[config.mk]
export PLATFORM = sky130hd
export DESIGN_NAME = mc_ctrl_sequencer
export DESIGN_NICKNAME = d
export VERILOG_FILES = /design/src/rtl/mcs_pkg.sv /design/src/rtl/mcs_decode.sv /design/src/rtl/mcs_ctl.sv /design/src/rtl/mc_ctrl_sequencer.sv
export SDC_FILE = /design/constraint.sdc
export NUM_CORES = 1
export LEC_CHECK = 0
export BUFFER_PORTS_ARGS = -buffer_cell sky130_fd_sc_hd__buf_2
export CAP_MARGIN = 20
export CORE_AREA = 3 3 40 42
export DETAILED_ROUTE_END_ITERATION = 10
export DIE_AREA = 0 0 43 45
export GPL_ROUTABILITY_DRIVEN = 0
export GPL_TIMING_DRIVEN = 0
export PLACE_DENSITY = 0.81
export SYNTH_ARGS = -nofsm -noshare
export SYNTH_HDL_FRONTEND = slang
export SYNTH_HIERARCHICAL = 1
export SYNTH_SLANG_ARGS = --single-unit
[constraint.sdc]
create_clock -name clk -period 3.2 [get_ports clk]
set_input_delay 0.16 -clock clk [delete_from_list [all_inputs] [get_ports clk]]
set_output_delay 0.16 -clock clk [all_outputs]
set_load 0.02 [all_outputs]
[src/rtl/mcs_pkg.sv]
package mcs_pkg;
    localparam int OP_W = 6;
    localparam int FN_W = 6;
    localparam int RT_W = 5;

    localparam logic [OP_W-1:0] OP_RTYPE = 6'h00;
    localparam logic [OP_W-1:0] OP_REGIMM = 6'h01;
    localparam logic [OP_W-1:0] OP_JUMP  = 6'h02;
    localparam logic [OP_W-1:0] OP_BEQ   = 6'h04;
    localparam logic [OP_W-1:0] OP_LOAD  = 6'h23;
    localparam logic [OP_W-1:0] OP_STORE = 6'h2B;
    localparam logic [FN_W-1:0] FN_ADD   = 6'h21;
    localparam logic [FN_W-1:0] FN_SUB   = 6'h23;
    localparam logic [FN_W-1:0] FN_JREG  = 6'h08;

    typedef enum logic [1:0] {
        ST_FETCH = 2'd0,
        ST_EXEC  = 2'd1,
        ST_PCUPD = 2'd2
    } step_t;

    typedef enum logic [3:0] {
        K_NONE, K_ADD, K_SUB, K_LOAD, K_STORE, K_JUMP, K_JREG, K_BEQ, K_BNEG
    } kind_t;

    typedef enum logic [1:0] {
        NPC_INC = 2'd0,
        NPC_BR  = 2'd1,
        NPC_JMP = 2'd2,
        NPC_REG = 2'd3
    } npc_t;

    typedef struct packed {
        logic pc_to_abus;
        logic sum_to_abus;
        logic mem_to_dbus;
        logic sum_to_dbus;
        logic rt_to_dbus;
        logic adder_comp;
        logic sext_sel;
        logic reg_load;
        logic dest_rt;
        logic mem_write;
        logic ir_load;
        logic pc_load;
        npc_t npc_sel;
    } ctl_t;
endpackage

[src/rtl/mcs_decode.sv]
module mcs_decode
    import mcs_pkg::*;
(
    input  logic [OP_W-1:0] opcode,
    input  logic [FN_W-1:0] funct,
    input  logic [RT_W-1:0] rt,
    output kind_t           kind
);
    always_comb begin
        kind = K_NONE;
        case (opcode)
            OP_RTYPE: begin
                case (funct)
                    FN_ADD:  kind = K_ADD;
                    FN_SUB:  kind = K_SUB;
                    FN_JREG: kind = K_JREG;
                    default: kind = K_NONE;
                endcase
            end
            OP_REGIMM: kind = (rt == '0) ? K_BNEG : K_NONE;
            OP_JUMP:   kind = K_JUMP;
            OP_BEQ:    kind = K_BEQ;
            OP_LOAD:   kind = K_LOAD;
            OP_STORE:  kind = K_STORE;
            default:   kind = K_NONE;
        endcase
    end
endmodule

[src/rtl/mcs_ctl.sv]
module mcs_ctl
    import mcs_pkg::*;
(
    input  step_t step,
    input  kind_t kind,
    input  logic  eq_flag,
    input  logic  neg_flag,
    output ctl_t  ctl
);
    always_comb begin
        ctl = '0;
        unique case (step)
            ST_FETCH: begin
                ctl.pc_to_abus  = 1'b1;
                ctl.mem_to_dbus = 1'b1;
                ctl.ir_load     = 1'b1;
            end
            ST_EXEC: begin
                case (kind)
                    K_ADD, K_SUB: begin
                        ctl.sum_to_dbus = 1'b1;
                        ctl.reg_load    = 1'b1;
                        ctl.adder_comp  = (kind == K_SUB);
                    end
                    K_LOAD: begin
                        ctl.sext_sel    = 1'b1;
                        ctl.sum_to_abus = 1'b1;
                        ctl.mem_to_dbus = 1'b1;
                        ctl.reg_load    = 1'b1;
                        ctl.dest_rt     = 1'b1;
                    end
                    K_STORE: begin
                        ctl.rt_to_dbus  = 1'b1;
                        ctl.sext_sel    = 1'b1;
                        ctl.sum_to_abus = 1'b1;
                        ctl.mem_write   = 1'b1;
                    end
                    K_BEQ:   ctl.adder_comp = 1'b1;
                    default: ctl = '0;
                endcase
            end
            ST_PCUPD: begin
                ctl.pc_load = 1'b1;
                case (kind)
                    K_BEQ:   ctl.npc_sel = eq_flag  ? NPC_BR : NPC_INC;
                    K_BNEG:  ctl.npc_sel = neg_flag ? NPC_BR : NPC_INC;
                    K_JUMP:  ctl.npc_sel = NPC_JMP;
                    K_JREG:  ctl.npc_sel = NPC_REG;
                    default: ctl.npc_sel = NPC_INC;
                endcase
            end
            default: ctl = '0;
        endcase
    end
endmodule

[src/rtl/mc_ctrl_sequencer.sv]
module mc_ctrl_sequencer
    import mcs_pkg::*;
(
    input  logic            clk,
    input  logic            rst,
    input  logic [OP_W-1:0] ir_opcode,
    input  logic [FN_W-1:0] ir_funct,
    input  logic [RT_W-1:0] ir_rt,
    input  logic            eq_flag,
    input  logic            neg_flag,
    output logic [1:0]      step,
    output logic            pc_to_abus,
    output logic            sum_to_abus,
    output logic            mem_to_dbus,
    output logic            sum_to_dbus,
    output logic            rt_to_dbus,
    output logic            adder_comp,
    output logic            sext_sel,
    output logic            reg_load,
    output logic            dest_rt,
    output logic            mem_write,
    output logic            ir_load,
    output logic            pc_load,
    output logic [1:0]      npc_sel
);
    step_t step_q, step_d;
    kind_t kind;
    ctl_t  ctl;

    always_comb begin
        unique case (step_q)
            ST_FETCH: step_d = ST_EXEC;   // fetch_done
            ST_EXEC:  step_d = ST_PCUPD;  // exec_done
            ST_PCUPD: step_d = ST_FETCH;  // pc_done
            default:  step_d = ST_FETCH;
        endcase
    end

    always_ff @(posedge clk) begin
        if (rst) step_q <= ST_FETCH;
        else     step_q <= step_d;
    end

    mcs_decode u_decode (
        .opcode (ir_opcode),
        .funct  (ir_funct),
        .rt     (ir_rt),
        .kind   (kind)
    );

    mcs_ctl u_ctl (
        .step     (step_q),
        .kind     (kind),
        .eq_flag  (eq_flag),
        .neg_flag (neg_flag),
        .ctl      (ctl)
    );

    assign step        = step_q;
    assign pc_to_abus  = ctl.pc_to_abus;
    assign sum_to_abus = ctl.sum_to_abus;
    assign mem_to_dbus = ctl.mem_to_dbus;
    assign sum_to_dbus = ctl.sum_to_dbus;
    assign rt_to_dbus  = ctl.rt_to_dbus;
    assign adder_comp  = ctl.adder_comp;
    assign sext_sel    = ctl.sext_sel;
    assign reg_load    = ctl.reg_load;
    assign dest_rt     = ctl.dest_rt;
    assign mem_write   = ctl.mem_write;
    assign ir_load     = ctl.ir_load;
    assign pc_load     = ctl.pc_load;
    assign npc_sel     = ctl.npc_sel;

    a_r1_fetch_to_exec: assert property (@(posedge clk) disable iff (rst)
        (step_q == ST_FETCH) |=> (step_q == ST_EXEC));
    a_r1_exec_to_pcupd: assert property (@(posedge clk) disable iff (rst)
        (step_q == ST_EXEC) |=> (step_q == ST_PCUPD));
    a_r1_pcupd_to_fetch: assert property (@(posedge clk) disable iff (rst)
        (step_q == ST_PCUPD) |=> (step_q == ST_FETCH));
    a_r12_abus_single: assert property (@(posedge clk) disable iff (rst)
        $onehot0({pc_to_abus, sum_to_abus}));
    a_r12_dbus_single: assert property (@(posedge clk) disable iff (rst)
        $onehot0({mem_to_dbus, sum_to_dbus, rt_to_dbus}));
    a_r12_irload_fetch: assert property (@(posedge clk) disable iff (rst)
        ir_load |-> (step == 2'd0));
    a_r6_write_store_only: assert property (@(posedge clk) disable iff (rst)
        mem_write |-> (step == 2'd1 && ir_opcode == OP_STORE));
    a_r7_pcload_update: assert property (@(posedge clk) disable iff (rst)
        pc_load |-> (step == 2'd2));
    a_r3_regload_exec: assert property (@(posedge clk) disable iff (rst)
        reg_load |-> (step == 2'd1 && !mem_write));
endmodule

==> results.md <==
* Run status: complete, no violations
* 1st-iter DRT viols at 15
* Skew-Pair Late Insertion Delay at around 0.23 ns
* Clock Skew at approximately 0.0014 ns
* Filler Cell Count at approximately 140
* Routing usage on met2 at between 20% and 30%
* Die Footprint at around 0.0019 mm²
* Drt first pass iters at 4
* WP data arrival at 2.30 ns
* # DRC at 0
* DP Area at 633.1 µm²
* Flops & latches, synth at 2
* Final setup violation count at 0
* Crit path kind: in2out
* Critical Path RT at 3.04 ns
* Max Transition Viols Final at 0
* IO Pins at 37
* Initial antenna violation count at 0
* Largest fanout on the critical path at 7
* Count of cell types in the netlist at 33
* Commonest non-fill, non-tap cells in the layout: buf_2 (36), nor2_1 (7), nor3_1 (6)
* Cell row count at 13
* Synthesized area per cell at 7.236 µm²
* Met3 Use GR at roughly 2.8%
* Largest net degree at the start of global routing at 8
* Post-CTS resize count at 0
* DP Cell Count at 111
* Most used cell, CP: buf_2
* First-pass GRT wire length at around 1.9 mm
* Overall Global Routing Usage at 12.80%
* Clk sinks at 2
* Vias in the first global route at 478
* H-tree depth at 1
* RSZ-0062 raised after global routing: false
* Max-Cap Viols at 0
* Antenna Violating Nets Remaining at 0
* Final nets at approximately 120
* Leak pwr at ~0.31 nW
* Tmin final at 2.460 ns
* Hold_ws at roughly 0.12 ns
* Synthesized cell area at between 400 and 500 µm²
* Max Clock Freq at between 0.4 and 0.5 GHz
* Worst-Margin Slew at about 0.56 ns
* Initial Util at around 34%
* Global route total overflow at 0
* Layout cells sized above 1 at 50.51%
* Die height at 45 µm
* Final hold violation count at 0
* Buf/Inv on CP at 2
* DP HPWL at just under 1 mm
* CP Cell Sequence: buf_2, or4b_1, and2_0, o22ai_1, or3b_1, a221oi_2, buf_2
* Max_slew headroom at a little over three fifths
* Fin util at 51.02%
* Final cell count without fillers at 114
* Syn_nets at between 80 and 90
* Layout area overhead at 51.01%
* Drt wl/cell at between 10 and 15 µm
* TNS Setup at 0 ns
* Worst-path clk slew at roughly 0.030 ns
* Slowest cell on crit path: or4b_1
* Crit end category: output port
* Power density over the cells at approximately 230 mW/mm²
* Core area at about 0.0013 mm²
* Total number of vias at 566
* Hold_buf cts at 0
* I/O Buffers at 36
* Routed WL at between 1 and 1.5 mm
* Cells after synthesis at 60
* Critical path's largest stage delay at about 0.54 ns
* Most common cell after layout, fill and taps aside: buf_2
* Setup slack, reg-to-reg at about 2.5 ns
* Peak VDD IR at between 0.00015 and 0.0002 V
* Antenna cells at 0
* Storage cell area at around 40 µm²
* CTS Buf Count at 3
* Final Instance Area at between 600 and 700 µm²
* Post-CTS Setup Bufs at 0
* Multi-input gate area at 352.8 µm²
* Delay-heaviest family, CP: simple AND/OR/NAND/NOR gates
* Max FFs per register at 2
* Sequential fraction of the synthesis area at 9.222%
* Tcrit/Tclk final at approximately 77%
* CP Launch Type: primary input
* Met1 Track Usage GR at roughly 14%
* Root Buffer: clkbuf_4
* CTS tree: built
* Die width at 43 µm
* Worst hold path type: in2reg
* Yosys warning count at 6
* Clk buf depth at 2
* Vias per cell at 4.965
* Top Usage Layer GRT: met2
path summary, 6_finish.rpt:
kind	start	endpoint	cells past startpoint
max	ir_funct[1]	npc_sel[0]	7
min	rst	step[0]	2
max reg2reg	step[0]	step[1]	1
min reg2reg	step[0]	step[0]	1
cell usage after synthesis:
master	n	area, µm²
buf_6	1	11.26
nor3b_2	1	12.51
o22ai_1	2	12.51
nand3_1	1	5.000
nor3_2	1	10.01
inv_1	2	7.510
nor2b_4	1	13.76
or3_1	2	12.51
nor2b_1	1	6.260
nor3_1	6	30.03
buf_4	3	22.52
nor4_1	1	6.260
or3b_1	1	8.760
or2b_1	1	7.510
nand4b_1	2	17.52
xor2_1	1	8.760
and2_0	1	6.260
and4_1	1	8.760
or2b_2	1	8.760
and3b_2	1	10.01
nor2_1	7	26.28
or4b_1	1	10.01
and3_1	1	6.260
nor4b_1	3	26.28
or2_2	1	6.260
dfxtp_1	2	40.04
nand2b_1	2	12.51
o211ai_1	2	15.01
a21oi_1	3	15.01
xnor2_1	2	17.52
a31oi_1	1	6.260
nand2_1	3	11.26
a221oi_2	1	15.01
kinds of logic (layout without fill, tap and decap cells):
kind of cell	after synthesis	in the layout	synth area share (%)
buffers and inverters	6	45	9.510
DFF	2	2	9.222
xor gates and xnor gates	3	3	6.053
and+or+nand+nor	40	40	60.53
AOI/OAI and AO/OA	9	9	14.69
per-stage QoR:
step | setup WS, ns | power, W
2_1_floorplan | 0.8083 | 0.00006687
3_3_place_gp | 0.8033 | 0.00009321
3_5_place_dp | 0.7621 | 0.00009482
4_1_cts | 0.7642 | 0.0001543
5_1_grt | 0.5446 | 0.0001644
6_report | 0.7396 | 0.0001524
cell type report:
| type | instances | area share, % |
|---|---|---|
| multi-input cells | 52 | 53.82 |
| plain buffers | 4 | 5.153 |
| repair buffers | 36 | 27.48 |
| flip-flops and latches | 2 | 6.107 |
| inverters | 2 | 1.145 |
| clock buffers | 3 | 3.435 |
| well taps | 15 | 2.863 |
routing by layer:
metal | wire (µm) | up-vias | part of all wire, %
li1 | - | 300 | -
met1 | 495 | 236 | 41
met2 | 592 | 30 | 49
met3 | 121 | 0 | 10
met4 | 0 | 0 | 0
met5 | 0 | - | 0
power by group:
part | total, W | internal (W) | switching, W
combinational | 0.0000640 | 0.0000289 | 0.0000351
clock | 0.0000578 | 0.0000415 | 0.0000163
sequential | 0.0000306 | 0.0000272 | 0.00000340
(Power assumes the default switching activity.)
